**config.mk**
```make
export PLATFORM = sky130hd
export DESIGN_NAME = sdram_mp_sched
export DESIGN_NICKNAME = d
export VERILOG_FILES = /design/src/rtl/sdsched_pkg.sv /design/src/rtl/sdsched_rr_arb.sv /design/src/rtl/sdsched_banks.sv /design/src/rtl/sdsched_ports.sv /design/src/rtl/sdram_mp_sched.sv
export SDC_FILE = /design/constraint.sdc
export NUM_CORES = 1
export LEC_CHECK = 0
export CAP_MARGIN = 25
export CELL_PAD_IN_SITES_DETAIL_PLACEMENT = 1
export CELL_PAD_IN_SITES_GLOBAL_PLACEMENT = 1
export CORE_MARGIN = 2
export CORE_UTILIZATION = 30
export CTS_CLUSTER_DIAMETER = 120
export DETAILED_ROUTE_END_ITERATION = 8
export DONT_BUFFER_PORTS = 1
export PLACE_DENSITY = 0.5
export SETUP_SLACK_MARGIN = 0.3
export SKIP_LAST_GASP = 1
export SLEW_MARGIN = 0
export SYNTH_ARGS = -nofsm -noshare
export SYNTH_HDL_FRONTEND = slang
export SYNTH_SLANG_ARGS = --single-unit
```
**constraint.sdc**
```tcl
create_clock -name clk_i -period 3.35 [get_ports clk_i]
set_input_delay 0.1675 -clock clk_i [delete_from_list [all_inputs] [get_ports clk_i]]
set_output_delay 0.1675 -clock clk_i [all_outputs]
set_load 0.03 [all_outputs]
```
**src/rtl/sdsched_pkg.sv**
```systemverilog
package sdsched_pkg;
  typedef enum logic [2:0] {
    CMD_NOP = 3'd0,
    CMD_PRE = 3'd1,
    CMD_ACT = 3'd2,
    CMD_RD  = 3'd3,
    CMD_WR  = 3'd4
  } sd_cmd_e;

  function automatic int unsigned max2(int unsigned a, int unsigned b);
    return (a > b) ? a : b;
  endfunction
endpackage

```
**src/rtl/sdsched_rr_arb.sv**
```systemverilog
module sdsched_rr_arb #(
  parameter int unsigned NP = 4,
  localparam int unsigned PW = (NP > 1) ? $clog2(NP) : 1
) (
  input  logic          clk_i,
  input  logic          rst_ni,
  input  logic          en_i,
  input  logic [NP-1:0] req_i,
  output logic [NP-1:0] gnt_o,
  output logic [PW-1:0] gnt_idx_o
);
  logic [PW-1:0] ptr_q;
  logic [PW:0]   cand;
  logic          found;

  always_comb begin
    gnt_o     = '0;
    gnt_idx_o = '0;
    found     = 1'b0;
    cand      = '0;
    for (int i = 0; i < int'(NP); i++) begin
      cand = {1'b0, ptr_q} + (PW+1)'(i);
      if (cand >= (PW+1)'(NP)) cand = cand - (PW+1)'(NP);
      if (!found && en_i && req_i[cand[PW-1:0]]) begin
        found     = 1'b1;
        gnt_idx_o = cand[PW-1:0];
      end
    end
    if (found) gnt_o[gnt_idx_o] = 1'b1;
  end

  always_ff @(posedge clk_i or negedge rst_ni) begin
    if (!rst_ni) ptr_q <= '0;
    else if (found) ptr_q <= (gnt_idx_o == PW'(NP-1)) ? '0 : gnt_idx_o + PW'(1);
  end

  AST_GNT_ONEHOT: assert property (@(posedge clk_i) disable iff (!rst_ni)
    $onehot0(gnt_o));
  AST_GNT_REQUESTED: assert property (@(posedge clk_i) disable iff (!rst_ni)
    (gnt_o & ~req_i) == '0);
endmodule

```
**src/rtl/sdsched_banks.sv**
```systemverilog
module sdsched_banks import sdsched_pkg::*; #(
  parameter int unsigned NB    = 4,
  parameter int unsigned ROW_W = 13,
  parameter int unsigned CW    = 4,
  parameter int unsigned TRP   = 3,
  parameter int unsigned TRCD  = 3,
  localparam int unsigned BW = (NB > 1) ? $clog2(NB) : 1
) (
  input  logic             clk_i,
  input  logic             rst_ni,
  input  sd_cmd_e          cmd_i,
  input  logic [BW-1:0]    cmd_bank_i,
  input  logic [ROW_W-1:0] row_i,
  input  logic [CW-1:0]    busy_span_i,
  input  logic [BW-1:0]    q_bank_i,
  output logic             q_open_o,
  output logic [ROW_W-1:0] q_row_o,
  output logic             q_rp_ok_o,
  output logic             q_rcd_ok_o,
  output logic             q_idle_o
);
  logic [NB-1:0]            open_v, rp_ok_v, rcd_ok_v, idle_v;
  logic [NB-1:0][ROW_W-1:0] row_v;

  for (genvar b = 0; b < NB; b++) begin : g_bank
    logic             sel, open_q;
    logic [ROW_W-1:0] row_q;
    logic [CW-1:0]    rp_q, rcd_q, busy_q;

    assign sel = (cmd_bank_i == BW'(b));

    always_ff @(posedge clk_i or negedge rst_ni) begin
      if (!rst_ni) begin
        open_q <= 1'b0;
        row_q  <= '0;
        rp_q   <= '0;
        rcd_q  <= '0;
        busy_q <= '0;
      end else begin
        if (sel && cmd_i == CMD_PRE) begin
          open_q <= 1'b0;
          rp_q   <= CW'(TRP - 1);
        end else if (rp_q != '0) begin
          rp_q <= rp_q - CW'(1);
        end
        if (sel && cmd_i == CMD_ACT) begin
          open_q <= 1'b1;
          row_q  <= row_i;
          rcd_q  <= CW'(TRCD - 1);
        end else if (rcd_q != '0) begin
          rcd_q <= rcd_q - CW'(1);
        end
        // last beat of the burst in this bank must pass before a close
        if (sel && (cmd_i == CMD_RD || cmd_i == CMD_WR)) busy_q <= busy_span_i;
        else if (busy_q != '0) busy_q <= busy_q - CW'(1);
      end
    end

    assign open_v[b]   = open_q;
    assign row_v[b]    = row_q;
    assign rp_ok_v[b]  = (rp_q == '0);
    assign rcd_ok_v[b] = (rcd_q == '0);
    assign idle_v[b]   = (busy_q == '0);

    AST_ACT_AFTER_TRP: assert property (@(posedge clk_i) disable iff (!rst_ni)
      (sel && cmd_i == CMD_ACT) |-> (!open_q && rp_q == '0));
    AST_COL_AFTER_TRCD: assert property (@(posedge clk_i) disable iff (!rst_ni)
      (sel && (cmd_i == CMD_RD || cmd_i == CMD_WR)) |-> (open_q && rcd_q == '0));
    AST_PRE_AFTER_BURST: assert property (@(posedge clk_i) disable iff (!rst_ni)
      (sel && cmd_i == CMD_PRE) |-> (busy_q == '0));
  end

  assign q_open_o   = open_v[q_bank_i];
  assign q_row_o    = row_v[q_bank_i];
  assign q_rp_ok_o  = rp_ok_v[q_bank_i];
  assign q_rcd_ok_o = rcd_ok_v[q_bank_i];
  assign q_idle_o   = idle_v[q_bank_i];
endmodule

```
**src/rtl/sdsched_ports.sv**
```systemverilog
module sdsched_ports #(
  parameter int unsigned NP = 4,
  parameter int unsigned CW = 4,
  localparam int unsigned PW = (NP > 1) ? $clog2(NP) : 1
) (
  input  logic          clk_i,
  input  logic          rst_ni,
  input  logic [NP-1:0] grant_i,
  input  logic          col_i,
  input  logic [PW-1:0] col_port_i,
  input  logic [CW-1:0] span_i,
  output logic [NP-1:0] busy_o,
  output logic [NP-1:0] done_o
);
  for (genvar p = 0; p < NP; p++) begin : g_port
    logic          busy_q;
    logic [CW-1:0] cnt_q;
    logic          mine;

    assign mine      = col_i && (col_port_i == PW'(p));
    assign done_o[p] = busy_q && (cnt_q == CW'(1));
    assign busy_o[p] = busy_q;

    always_ff @(posedge clk_i or negedge rst_ni) begin
      if (!rst_ni) begin
        busy_q <= 1'b0;
        cnt_q  <= '0;
      end else begin
        if (grant_i[p]) busy_q <= 1'b1;
        else if (done_o[p]) busy_q <= 1'b0;
        if (mine) cnt_q <= span_i;
        else if (cnt_q != '0) cnt_q <= cnt_q - CW'(1);
      end
    end

    AST_GNT_IDLE_PORT: assert property (@(posedge clk_i) disable iff (!rst_ni)
      grant_i[p] |-> !busy_q);
    AST_COL_OWNED: assert property (@(posedge clk_i) disable iff (!rst_ni)
      mine |-> (busy_q && cnt_q == '0));
  end
endmodule

```
**src/rtl/sdram_mp_sched.sv**
```systemverilog
module sdram_mp_sched import sdsched_pkg::*; #(
  parameter int unsigned NP    = 4,
  parameter int unsigned NB    = 4,
  parameter int unsigned ROW_W = 13,
  parameter int unsigned COL_W = 10,
  parameter int unsigned TRP   = 3,
  parameter int unsigned TRCD  = 3,
  parameter int unsigned CL    = 3,
  parameter int unsigned BL    = 4,
  localparam int unsigned PW = (NP > 1) ? $clog2(NP) : 1,
  localparam int unsigned BW = (NB > 1) ? $clog2(NB) : 1,
  localparam int unsigned AW = max2(ROW_W, COL_W),
  localparam int unsigned CW = $clog2(CL + BL + TRP + TRCD + 1)
) (
  input  logic                     clk_i,
  input  logic                     rst_ni,
  input  logic [NP-1:0]            req_valid_i,
  input  logic [NP-1:0][BW-1:0]    req_bank_i,
  input  logic [NP-1:0][ROW_W-1:0] req_row_i,
  input  logic [NP-1:0][COL_W-1:0] req_col_i,
  input  logic [NP-1:0]            req_we_i,
  output logic [NP-1:0]            req_ready_o,
  output logic [NP-1:0]            done_o,
  output logic [2:0]               cmd_o,
  output logic [BW-1:0]            cmd_bank_o,
  output logic [AW-1:0]            cmd_addr_o,
  output logic [PW-1:0]            cmd_port_o
);
  logic             slot_v_q, slot_we_q;
  logic [PW-1:0]    slot_port_q;
  logic [BW-1:0]    slot_bank_q;
  logic [ROW_W-1:0] slot_row_q;
  logic [COL_W-1:0] slot_col_q;
  logic [CW-1:0]    bus_rem_q, lat, span;
  logic [NP-1:0]    busy, gnt;
  logic [PW-1:0]    gnt_idx;
  logic             q_open, q_rp_ok, q_rcd_ok, q_idle, col_fire;
  logic [ROW_W-1:0] q_row;
  sd_cmd_e          cmd_d;

  sdsched_rr_arb #(.NP(NP)) u_arb (
    .clk_i, .rst_ni,
    .en_i      (!slot_v_q),
    .req_i     (req_valid_i & ~busy),
    .gnt_o     (gnt),
    .gnt_idx_o (gnt_idx)
  );

  assign req_ready_o = gnt;

  always_ff @(posedge clk_i or negedge rst_ni) begin
    if (!rst_ni) begin
      slot_v_q    <= 1'b0;
      slot_we_q   <= 1'b0;
      slot_port_q <= '0;
      slot_bank_q <= '0;
      slot_row_q  <= '0;
      slot_col_q  <= '0;
    end else if (|gnt) begin
      slot_v_q    <= 1'b1;
      slot_we_q   <= req_we_i[gnt_idx];
      slot_port_q <= gnt_idx;
      slot_bank_q <= req_bank_i[gnt_idx];
      slot_row_q  <= req_row_i[gnt_idx];
      slot_col_q  <= req_col_i[gnt_idx];
    end else if (col_fire) begin
      slot_v_q <= 1'b0;
    end
  end

  sdsched_banks #(.NB(NB), .ROW_W(ROW_W), .CW(CW), .TRP(TRP), .TRCD(TRCD)) u_banks (
    .clk_i, .rst_ni,
    .cmd_i       (cmd_d),
    .cmd_bank_i  (slot_bank_q),
    .row_i       (slot_row_q),
    .busy_span_i (span),
    .q_bank_i    (slot_bank_q),
    .q_open_o    (q_open),
    .q_row_o     (q_row),
    .q_rp_ok_o   (q_rp_ok),
    .q_rcd_ok_o  (q_rcd_ok),
    .q_idle_o    (q_idle)
  );

  // data starts lat cycles after the column command; last beat at lat+BL-1
  assign lat  = slot_we_q ? CW'(1) : CW'(CL);
  assign span = lat + CW'(BL - 1);

  always_comb begin
    cmd_d = CMD_NOP;
    if (slot_v_q) begin
      if (q_open && q_row == slot_row_q) begin
        // issue so the new data begins right after the running burst
        if (q_rcd_ok && lat >= bus_rem_q) cmd_d = slot_we_q ? CMD_WR : CMD_RD;
      end else if (q_open) begin
        if (q_idle) cmd_d = CMD_PRE;
      end else if (q_rp_ok) begin
        cmd_d = CMD_ACT;
      end
    end
  end

  assign col_fire = (cmd_d == CMD_RD) || (cmd_d == CMD_WR);

  always_ff @(posedge clk_i or negedge rst_ni) begin
    if (!rst_ni) bus_rem_q <= '0;
    else if (col_fire) bus_rem_q <= span;
    else if (bus_rem_q != '0) bus_rem_q <= bus_rem_q - CW'(1);
  end

  sdsched_ports #(.NP(NP), .CW(CW)) u_ports (
    .clk_i, .rst_ni,
    .grant_i    (gnt),
    .col_i      (col_fire),
    .col_port_i (slot_port_q),
    .span_i     (span),
    .busy_o     (busy),
    .done_o     (done_o)
  );

  assign cmd_o      = cmd_d;
  assign cmd_bank_o = (cmd_d == CMD_NOP) ? '0 : slot_bank_q;
  assign cmd_port_o = (cmd_d == CMD_NOP) ? '0 : slot_port_q;
  always_comb begin
    cmd_addr_o = '0;
    if (cmd_d == CMD_ACT) cmd_addr_o = AW'(slot_row_q);
    else if (col_fire)    cmd_addr_o = AW'(slot_col_q);
  end

  AST_NO_READY_PENDING: assert property (@(posedge clk_i) disable iff (!rst_ni)
    slot_v_q |-> (req_ready_o == '0));
  AST_SLOT_HELD: assert property (@(posedge clk_i) disable iff (!rst_ni)
    (slot_v_q && !col_fire) |=> (slot_v_q && $stable(slot_port_q) && $stable(slot_bank_q)));
  AST_DONE_SINGLE: assert property (@(posedge clk_i) disable iff (!rst_ni)
    $onehot0(done_o));
  AST_GRANT_CLEARS_BUS: assert property (@(posedge clk_i) disable iff (!rst_ni)
    col_fire |=> !slot_v_q || (|$past(gnt)));
endmodule

```
==> results of run 1 <==
-- Yosys cell counts (4+ instances only) --
cell type and instances:
sky130_fd_sc_hd__or3_1 18, sky130_fd_sc_hd__o21ai_0 10, sky130_fd_sc_hd__nor2_1 93, sky130_fd_sc_hd__nor2b_1 7, sky130_fd_sc_hd__nor3b_1 12, sky130_fd_sc_hd__nand4_1 4
sky130_fd_sc_hd__mux2_2 51, sky130_fd_sc_hd__xor2_1 13, sky130_fd_sc_hd__mux4_1 7, sky130_fd_sc_hd__and3_1 16, sky130_fd_sc_hd__and2_1 4, sky130_fd_sc_hd__buf_6 6
sky130_fd_sc_hd__mux2_1 4, sky130_fd_sc_hd__clkbuf_1 20, sky130_fd_sc_hd__a21o_1 9, sky130_fd_sc_hd__nor3_1 47, sky130_fd_sc_hd__nand2_1 36, sky130_fd_sc_hd__a22o_1 10
sky130_fd_sc_hd__a211oi_1 55, sky130_fd_sc_hd__dfrtp_1 159, sky130_fd_sc_hd__buf_4 6, sky130_fd_sc_hd__xnor2_1 29, sky130_fd_sc_hd__a21oi_1 41, sky130_fd_sc_hd__nand3b_1 4
sky130_fd_sc_hd__mux4_2 8, sky130_fd_sc_hd__nand2b_1 6, sky130_fd_sc_hd__mux2i_1 41, sky130_fd_sc_hd__inv_1 67, sky130_fd_sc_hd__ha_1 34, sky130_fd_sc_hd__a211o_1 6
sky130_fd_sc_hd__buf_2 12
-- layout by cell type, fill, tap and decap left out, types with 10 or more instances in the layout --
| master | instances |
|---|---|
| sky130_fd_sc_hd__nand2_1 | 36 |
| sky130_fd_sc_hd__mux2i_1 | 41 |
| sky130_fd_sc_hd__xnor2_1 | 23 |
| sky130_fd_sc_hd__inv_1 | 65 |
| sky130_fd_sc_hd__dlygate4sd3_1 | 38 |
| sky130_fd_sc_hd__a21oi_1 | 40 |
| sky130_fd_sc_hd__or3_1 | 18 |
| sky130_fd_sc_hd__nor2_1 | 87 |
| sky130_fd_sc_hd__buf_4 | 56 |
| sky130_fd_sc_hd__xor2_1 | 13 |
| sky130_fd_sc_hd__ha_1 | 34 |
| sky130_fd_sc_hd__nor3b_1 | 10 |
| sky130_fd_sc_hd__nor3_1 | 47 |
| sky130_fd_sc_hd__clkbuf_16 | 18 |
| sky130_fd_sc_hd__buf_6 | 18 |
| sky130_fd_sc_hd__and3_1 | 15 |
| sky130_fd_sc_hd__dfrtp_1 | 157 |
| sky130_fd_sc_hd__mux2_2 | 50 |
| sky130_fd_sc_hd__mux4_2 | 15 |
| sky130_fd_sc_hd__a211oi_1 | 55 |
| sky130_fd_sc_hd__o21ai_0 | 10 |
-- final cells by class --
cell class	count	area [um2]
inverter	67	255
multi-input combinational	609	4840
sequential	159	3980
clock buffer	18	439
tap	390	488
fill	3304	18500
clock inverter	14	169
timing repair buffer	122	1190
-- power by group through the flow --
| stage | logic [uW] | registers [uW] | clock network (uW) |
|---|---|---|---|
| after CTS | 4980 | 3750 | 2110 |
| after floorplan | 3660 | 3380 | 0 |
| after global routing | 5850 | 3900 | 2200 |
| after global placement | 4600 | 3760 | 0 |
| final | 5250 | 3750 | 2050 |
| after detailed placement | 4710 | 3760 | 0 |
-- registers in the layout, indices dropped and copies added (netlist names) --
name / cells
u_banks.g_bank.row_q: 52
u_banks.g_bank.busy_q: 16
u_banks.g_bank.rcd_q: 16
u_banks.g_bank.rp_q: 16
u_ports.g_port.cnt_q: 16
slot_row_q: 13
slot_col_q: 10
bus_rem_q: 4
u_banks.g_bank.open_q: 4
u_ports.g_port.busy_q: 4
slot_bank_q: 2
slot_port_q: 2
u_arb.ptr_q: 2
slot_v_q: 1
slot_we_q: 1
-- how the worst max path moves through the flow --
stage / slack [ps] / cells after the start / endpoint
after CTS: 140 / 9 / cmd_addr_o[6]
final: 180 / 9 / cmd_addr_o[3]
after global routing: 40 / 9 / cmd_addr_o[1]
after floorplan: 570 / 8 / cmd_bank_o[0]
after detailed placement: 310 / 9 / cmd_addr_o[0]
after global placement: 330 / 9 / cmd_addr_o[0]
-- kinds of logic after synthesis --
group | synth area share, %
AOI/OAI and AO/OA | 11.5
and+or+nand+nor | 15.3
muxes | 15.2
DFF | 43.4
buffers and inverters | 5.82
adders and majority gates | 4.64
xor gates and xnor gates | 4.01
-- worst max-delay path, cell delays in order (launching register included) --
cell                       delay, ps
sky130_fd_sc_hd__dfrtp_2         420
sky130_fd_sc_hd__buf_4           130
sky130_fd_sc_hd__mux4_2          490
sky130_fd_sc_hd__xor2_1          180
sky130_fd_sc_hd__nor4_4          340
sky130_fd_sc_hd__o2111a_4        320
sky130_fd_sc_hd__and3_4          240
sky130_fd_sc_hd__buf_8           140
sky130_fd_sc_hd__a22o_1          160
sky130_fd_sc_hd__buf_6           140
-- what timing repair did --
item / CTS / global route
setup endpoints to repair: 21 / 36
cloned: 1 / 1
endpoints found under the hold margin: 178 / 161
pin swaps: 5 / 13
buffers inserted: 13 / 12
hold buffers: 35 / 3
resized for setup: 20 / 50
-- routing by layer --
metal	wire length (um)	up-vias
li1	-	3304
met1	12500	3525
met2	12500	132
met3	1100	23
met4	317	0
met5	0	-
-- per-stage QoR --
step                      cells  hold slack [ps]  area, um2  utilization [%]  setup WS, ps
after global placement     1282             -125       9910             33.2           333
after global routing       1379             -604      11400             38.0          42.1
after CTS                  1363             -599      11100             37.1           143
final                      1379             -583      11400             38.0           178
after floorplan             881             -128       9170                -           568
after detailed placement   1282             -125       9910             33.2           314
==> reports/qor.txt, run 1 <==
Final sum of negative setup slack = 0 ps
Crit share post-route = 94.7%
Total standard cell area after synthesis = 0.00916 mm2
Share of synthesized area occupied by flip-flops and latches = 43.4%
Critical path data arrival time = 3000 ps
Total grt overflow = 0
TritonCTS clock tree = yes
Via count of the first global-routing pass = 7471
Final WL = 26500 um
Distinct cell type count after synthesis = 64
Critical Path Fanout Max = 6
Leak Pwr = 0.00524 uW
Yosys warnings = 0
Setup Skew = 15.8 ps
Violated checks = hold timing
MaxCap Viol Count = 0
RD Place Congestion = 0.757
Reg2reg setup slack = 460 ps
Number of standard cells after synthesis = 881
Final-stage net count = 1120
Time the worst path needs with I/O delays and setup = 3170 ps
Total number of clock tree sinks = 159
Maximum achievable frequency = 0.315 GHz
Total via count in the routed design = 6984
Average wire length per cell after detail routing = 19.2 um
Clk Latency, worst-skew pair = 440 ps
Fraction of registers with async set/reset = 100%
EDFF count, synth = 0
Slew of the pin with the lowest slew margin = 847 ps
Hold slack = -583 ps
Count of endpoints failing setup in the final report = 0
Share of cells above drive strength 1 = 22.5%
Die Height = 179 um
Crit Path Category = register to primary output
Run status = complete, but fails checks
Maximum ir drop on the vdd rail = 346 uV
Floorplan die width = 179 um
Die area = 0.0320 mm2
Post-synthesis area per instance = 10.4 um2
Most used flip-flop cell after synthesis = sky130_fd_sc_hd__dfrtp_1
Half-perimeter wire length after placement = 18000 um
Routing usage on met1 = 23.0%
Largest net degree at the start of global routing = 160
R2r endpoint = u_banks.g_bank[2].row_q[1]
H-tree levels = 4
First-pass GRT wire length = 41900 um
Net switching power of the design = 4340 uW
Reg clk slew, reported paths = 80 ps
Antenna cell count = 0
Final-report hold violation count = 159
Number of buffers added on ports = 0
Switching power share of the total = 39.2%
Placeable core region = 0.0299 mm2
CP required = 3180 ps
Overall power of the completed layout = 11000 uW
Combinational Power Share = 47.5%
Clock Root Buffer = sky130_fd_sc_hd__clkbuf_16
Number of max-slew violations in the final report = 0
Initial cell density of the core = 30.7%
Internal power consumption = 6710 uW
Clock share of power = 18.6%
Power per cell area = 972 mW/mm2
DRC violation total after the first TritonRoute iteration = 245
Vias/cell = 5.06
Number of buffers created by CTS = 17
Class of the most critical hold timing path = input port to asynchronous set/reset pin
Remaining antenna violation count = 0
Element type at the critical path end = primary output
Share of the synthesized area in the top cell type = 43.4%
Met3 GRT Util = 3.48%
Share of total power in sequential cells = 33.9%
Pre-Repair DR Iteration Count = 4
Type of element launching the critical path = register
Buffers from clock root to sink, at most = 2
Antenna violations before repair = 0
Top-Level Pins = 138
Cell type contributing the most total cell area after synthesis = sky130_fd_sc_hd__dfrtp_1
Number of synthesized register bits = 159
Synth top area cells = sky130_fd_sc_hd__dfrtp_1, sky130_fd_sc_hd__mux2_2, sky130_fd_sc_hd__ha_1
Synth-to-Final Area Change = 24.1%
Worst slew margin = 43.1%
Total nets after synthesis = 1025
Met2 capacity usage during global routing = 27.6%
Number of rows created at floorplan = 63
Setup repair after global routing missed its margin = true
Reg2Reg Depth = 9
Start point of the critical path = slot_bank_q[0]
Gr busiest metal = met2
# DRC = 0
Aggregate global-route resource usage = 17.0%
Reg-to-Reg Start = u_banks.g_bank[3].rp_q[0]
Note: power is estimated with default switching activity, not from simulation.
==> run 2: changes to the inputs <==
--- a/config.mk
+++ b/config.mk
@@ -5,15 +5,17 @@
 export SDC_FILE = /design/constraint.sdc
 export NUM_CORES = 1
 export LEC_CHECK = 0
+export ABC_AREA = 1
 export CAP_MARGIN = 25
 export CELL_PAD_IN_SITES_DETAIL_PLACEMENT = 1
 export CELL_PAD_IN_SITES_GLOBAL_PLACEMENT = 1
 export CORE_MARGIN = 2
 export CORE_UTILIZATION = 30
-export CTS_CLUSTER_DIAMETER = 120
+export CTS_CLUSTER_DIAMETER = 60
 export DETAILED_ROUTE_END_ITERATION = 8
 export DONT_BUFFER_PORTS = 1
-export PLACE_DENSITY = 0.5
+export GPL_TIMING_DRIVEN = 0
+export PLACE_DENSITY = 0.53
 export SETUP_SLACK_MARGIN = 0.3
 export SKIP_LAST_GASP = 1
 export SLEW_MARGIN = 0
==> reports/qor.txt, run 2 <==
Worst slew margin = 56.6% (+14 points)
Highest-count cells in the layout ignoring fill and taps = sky130_fd_sc_hd__nand2_1, sky130_fd_sc_hd__nand3_1, sky130_fd_sc_hd__dfrtp_1, sky130_fd_sc_hd__inv_1, sky130_fd_sc_hd__nor2_1
Total via count in the routed design = 8916 (+28%)
Final WL = 32200 um (+21%)
Number of gates on the worst path with buffers counted = 17 (+8)
Run status = complete, but fails checks
Category of cells accounting for the largest share of critical-path delay = simple AND/OR/NAND/NOR gates
Floorplan die width = 182 um (+2.0%)
Clk Latency, worst-skew pair = 450 ps (about the same)
Final sum of negative setup slack = 0 ps (unchanged)
Initial cell density of the core = 30.4% (-0.29 points)
Fill count = 3862 (+17%)
Class of the most critical hold timing path = input port to asynchronous set/reset pin
Final non-filler cell area = 0.0120 mm2 (+5.8%)
Element type at the critical path end = primary output
Worst-case setup slack after placement = -147 ps (-461 ps)
Dpl cell area = 0.0100 mm2 (+1.3%)
Number of standard cells in the final layout excluding fillers = 1840 (+33%)
Buffers from clock root to sink, at most = 2 (unchanged)
Count of endpoints failing setup in the final report = 0 (unchanged)
R2r endpoint = u_banks.g_bank[2].rcd_q[3]
Reg2reg setup slack = 460 ps (about the same)
Crit Path Category = register to primary output
Critical path data arrival time = 2910 ps (-90 ps)
Final-stage net count = 1571 (+40%)
CP Buf/Inv Count = 6 (+3)
Violated checks = hold timing
Top cell types by occurrence after synthesis = sky130_fd_sc_hd__nand2_1, sky130_fd_sc_hd__nand3_1, sky130_fd_sc_hd__dfrtp_1, sky130_fd_sc_hd__inv_1, sky130_fd_sc_hd__nor2_1
Final-report hold violation count = 159 (unchanged)
Yosys warnings = 0 (unchanged)
Share of cells above drive strength 1 = 17.1% (-5.4 points)
DRC violation total after the first TritonRoute iteration = 498 (+100%)
Clock Root Buffer = sky130_fd_sc_hd__clkbuf_16
Type of element launching the critical path = register
Fraction of registers with async set/reset = 100% (unchanged)
Largest net degree at the start of global routing = 160 (unchanged)
Power per cell area = 1280 mW/mm2 (+32%)
Die Height = 182 um (+2.0%)
Die area = 0.0332 mm2 (+4.0%)
Number of buffers created by CTS = 17 (unchanged)
Slowest cell delay on critical path = 350 ps (-140 ps)
Number of rows created at floorplan = 65 (+3.2%)
Pre-Repair DR Iteration Count = 4 (unchanged)
Time the worst path needs with I/O delays and setup = 3080 ps (-90.1 ps)
Antenna violations before repair = 0 (unchanged)
Number of buffers added on ports = 0 (unchanged)
# DRC = 0 (unchanged)
Count of hold-fix buffers inserted at cts = 23 (-34%)
Reg2Reg Depth = 20 (+11)
MaxCap Viol Count = 0 (unchanged)
Average wire length per cell after detail routing = 17.5 um (-8.9%)
First-pass GRT wire length = 51700 um (+23%)
Aggregate global-route resource usage = 20.1% (+3.1 points)
Share of synthesized area occupied by flip-flops and latches = 41.7% (-1.7 points)
Post-synthesis area per instance = 7.06 um2 (-32%)
Number of standard cells after synthesis = 1351 (+53%)
Synth top area cells = sky130_fd_sc_hd__dfrtp_1, sky130_fd_sc_hd__nand2_1, sky130_fd_sc_hd__nand3_1
Placed instance count = 1753 (+37%)
Most used flip-flop cell after synthesis = sky130_fd_sc_hd__dfrtp_1
Total grt overflow = 0 (unchanged)
Critical Path Most Common Cell = sky130_fd_sc_hd__nor2_4
Share of the synthesized area in the top cell type = 41.7% (-1.7 points)
RD Place Congestion = 0.807 (+6.5%)
Antenna cell count = 0 (unchanged)
TritonCTS clock tree = yes
CP required = 3180 ps (about the same)
Crit path setup slack, layout = 268 ps (+90.1 ps)
Via count of the first global-routing pass = 9271 (+24%)
Most common library cell in the layout ignoring fill and taps = sky130_fd_sc_hd__nand2_1
Remaining antenna violation count = 0 (unchanged)
Number of synthesized register bits = 159 (unchanged)
CP max stage cell = sky130_fd_sc_hd__dfrtp_1
Leak Pwr = 0.00613 uW (+17%)
Maximum achievable frequency = 0.324 GHz (+2.9%)
Most instantiated library cell after synthesis = sky130_fd_sc_hd__nand2_1
Reg-to-Reg Start = slot_bank_q[0]
Start point of the critical path = slot_bank_q[0]
Number of max-slew violations in the final report = 0 (unchanged)
Synth-to-Final Area Change = 26.1%
Setup Skew = 13.2 ps (-2.60 ps)
Crit share post-route = 92.0% (-2.7 points)
Cell type contributing the most total cell area after synthesis = sky130_fd_sc_hd__dfrtp_1
Register containing the most flip-flops in the final layout = u_banks.g_bank.row_q
Half-perimeter wire length after placement = 23200 um (+29%)
Reg clk slew, reported paths = 70 ps (about the same)
Critical Path Fanout Max = 7 (+1)
EDFF count, synth = 0 (unchanged)
Crit-path cells = buf_6 > clkinv_8 > clkbuf_16 > nand3_1 > nand2_2 > nor2_4 > a21oi_2 > nand2_2 > nor2_4 > nand2_2 > nor2_4 > buf_4 > nor2_4 > nand4_4 > buf_8 > buf_12 > o21ai_4
Distinct cell type count after synthesis = 31 (-52%)
Setup repair after global routing missed its margin = true
Total standard cell area after synthesis = 0.00954 mm2 (+4.1%)
Max reg flops = 52 (unchanged)
Total nets after synthesis = 1495 (+46%)
Crit path capture = cmd_addr_o[1]
Maximum ir drop on the vdd rail = 461 uV (+33%)
Placeable core region = 0.0314 mm2 (+5.1%)
Top-Level Pins = 138 (unchanged)
H-tree levels = 4 (unchanged)
Slew of the pin with the lowest slew margin = 648 ps (-199 ps)
Vias/cell = 4.85 (-4.3%)
Hold slack = -580 ps (+2.82 ps)
Total number of clock tree sinks = 159 (unchanged)
-- run 2: layer usage --
layer / wire length, um / share of wire [%] / track usage, % / up-vias
li1: - / - / - / 4423
met3: 1420 / 4.4 / 3.89 / 25
met1: 15400 / 48 / 27.6 / 4309
met2: 14900 / 46 / 32.5 / 159
met5: 0 / 0 / 0 / -
met4: 387 / 1.2 / 5.39 / 0
-- run 2: worst min path at each step --
stage / from / to / slack [ps] / cells past startpoint
6_report: rst_ni / u_banks.g_bank[1].rcd_q[2] / -580 / 0
5_1_grt: rst_ni / u_banks.g_bank[0].row_q[1] / -610 / 0
4_1_cts: rst_ni / u_banks.g_bank[2].row_q[10] / -610 / 0
3_5_place_dp: rst_ni / u_banks.g_bank[1].rcd_q[2] / -120 / 0
3_3_place_gp: rst_ni / u_banks.g_bank[1].rcd_q[2] / -120 / 0
2_1_floorplan: rst_ni / bus_rem_q[0] / -130 / 0
-- run 2: where the power goes --
part | switching, uW | internal, uW
clock | 844 | 1210
combinational | 6210 | 3550
sequential | 692 | 2920
-- run 2: cell type report --
cell class              instances  area (um2)  area share [%]
clock inverters                 9         135            1.12
well taps                     402         503            4.18
flip-flops and latches        159        3980            33.1
multi-input cells             985        5280            43.9
inverters                     156         627            5.21
repair buffers                 57         603            5.02
plain buffers                  51         440            3.66
clock buffers                  21         460            3.83
-- run 2: worst reg2reg max path, cell delays in order, from the launching register on --
cell	delay [ps]
sky130_fd_sc_hd__dfrtp_1	350
sky130_fd_sc_hd__buf_6	170
sky130_fd_sc_hd__clkinv_8	100
sky130_fd_sc_hd__clkbuf_16	170
sky130_fd_sc_hd__nand3_1	90
sky130_fd_sc_hd__nand2_2	70
sky130_fd_sc_hd__nor2_4	180
sky130_fd_sc_hd__a21oi_2	60
sky130_fd_sc_hd__nand2_2	100
sky130_fd_sc_hd__nor2_4	40
sky130_fd_sc_hd__nand2_2	80
sky130_fd_sc_hd__nor2_4	40
sky130_fd_sc_hd__buf_4	130
sky130_fd_sc_hd__nor2_4	140
sky130_fd_sc_hd__nand4_4	150
sky130_fd_sc_hd__buf_4	210
sky130_fd_sc_hd__inv_2	100
sky130_fd_sc_hd__nand2_1	140
sky130_fd_sc_hd__clkbuf_4	290
sky130_fd_sc_hd__nand3b_1	150
sky130_fd_sc_hd__inv_2	30
-- run 2: repair_timing --
action                                  4_1_cts  5_1_grt
endpoints found under the hold margin       172      159
resized for setup                           122      108
pin swaps                                    10       35
setup buffers                                12       18
endpoints found under the setup margin       28      145
cloned                                        1        3
-- run 2: cell families after synthesis --
group                    share of synthesized area, %
flip-flops                                       41.7
XOR/XNOR                                         3.11
AO/OA/AOI/OAI                                    7.02
AND/OR/NAND/NOR                                  34.7
adder cells (fa/ha/maj)                          4.46
buffers and inverters                            9.01
-- run 2: through the flow --
| step | total power, uW | util (%) |
|---|---|---|
| after floorplan | 9380 | - |
| after global placement | 11500 | 32.0 |
| after detailed placement | 11700 | 32.0 |
| after CTS | 14800 | 36.6 |
| after global routing | 17000 | 38.3 |
| final | 15400 | 38.3 |
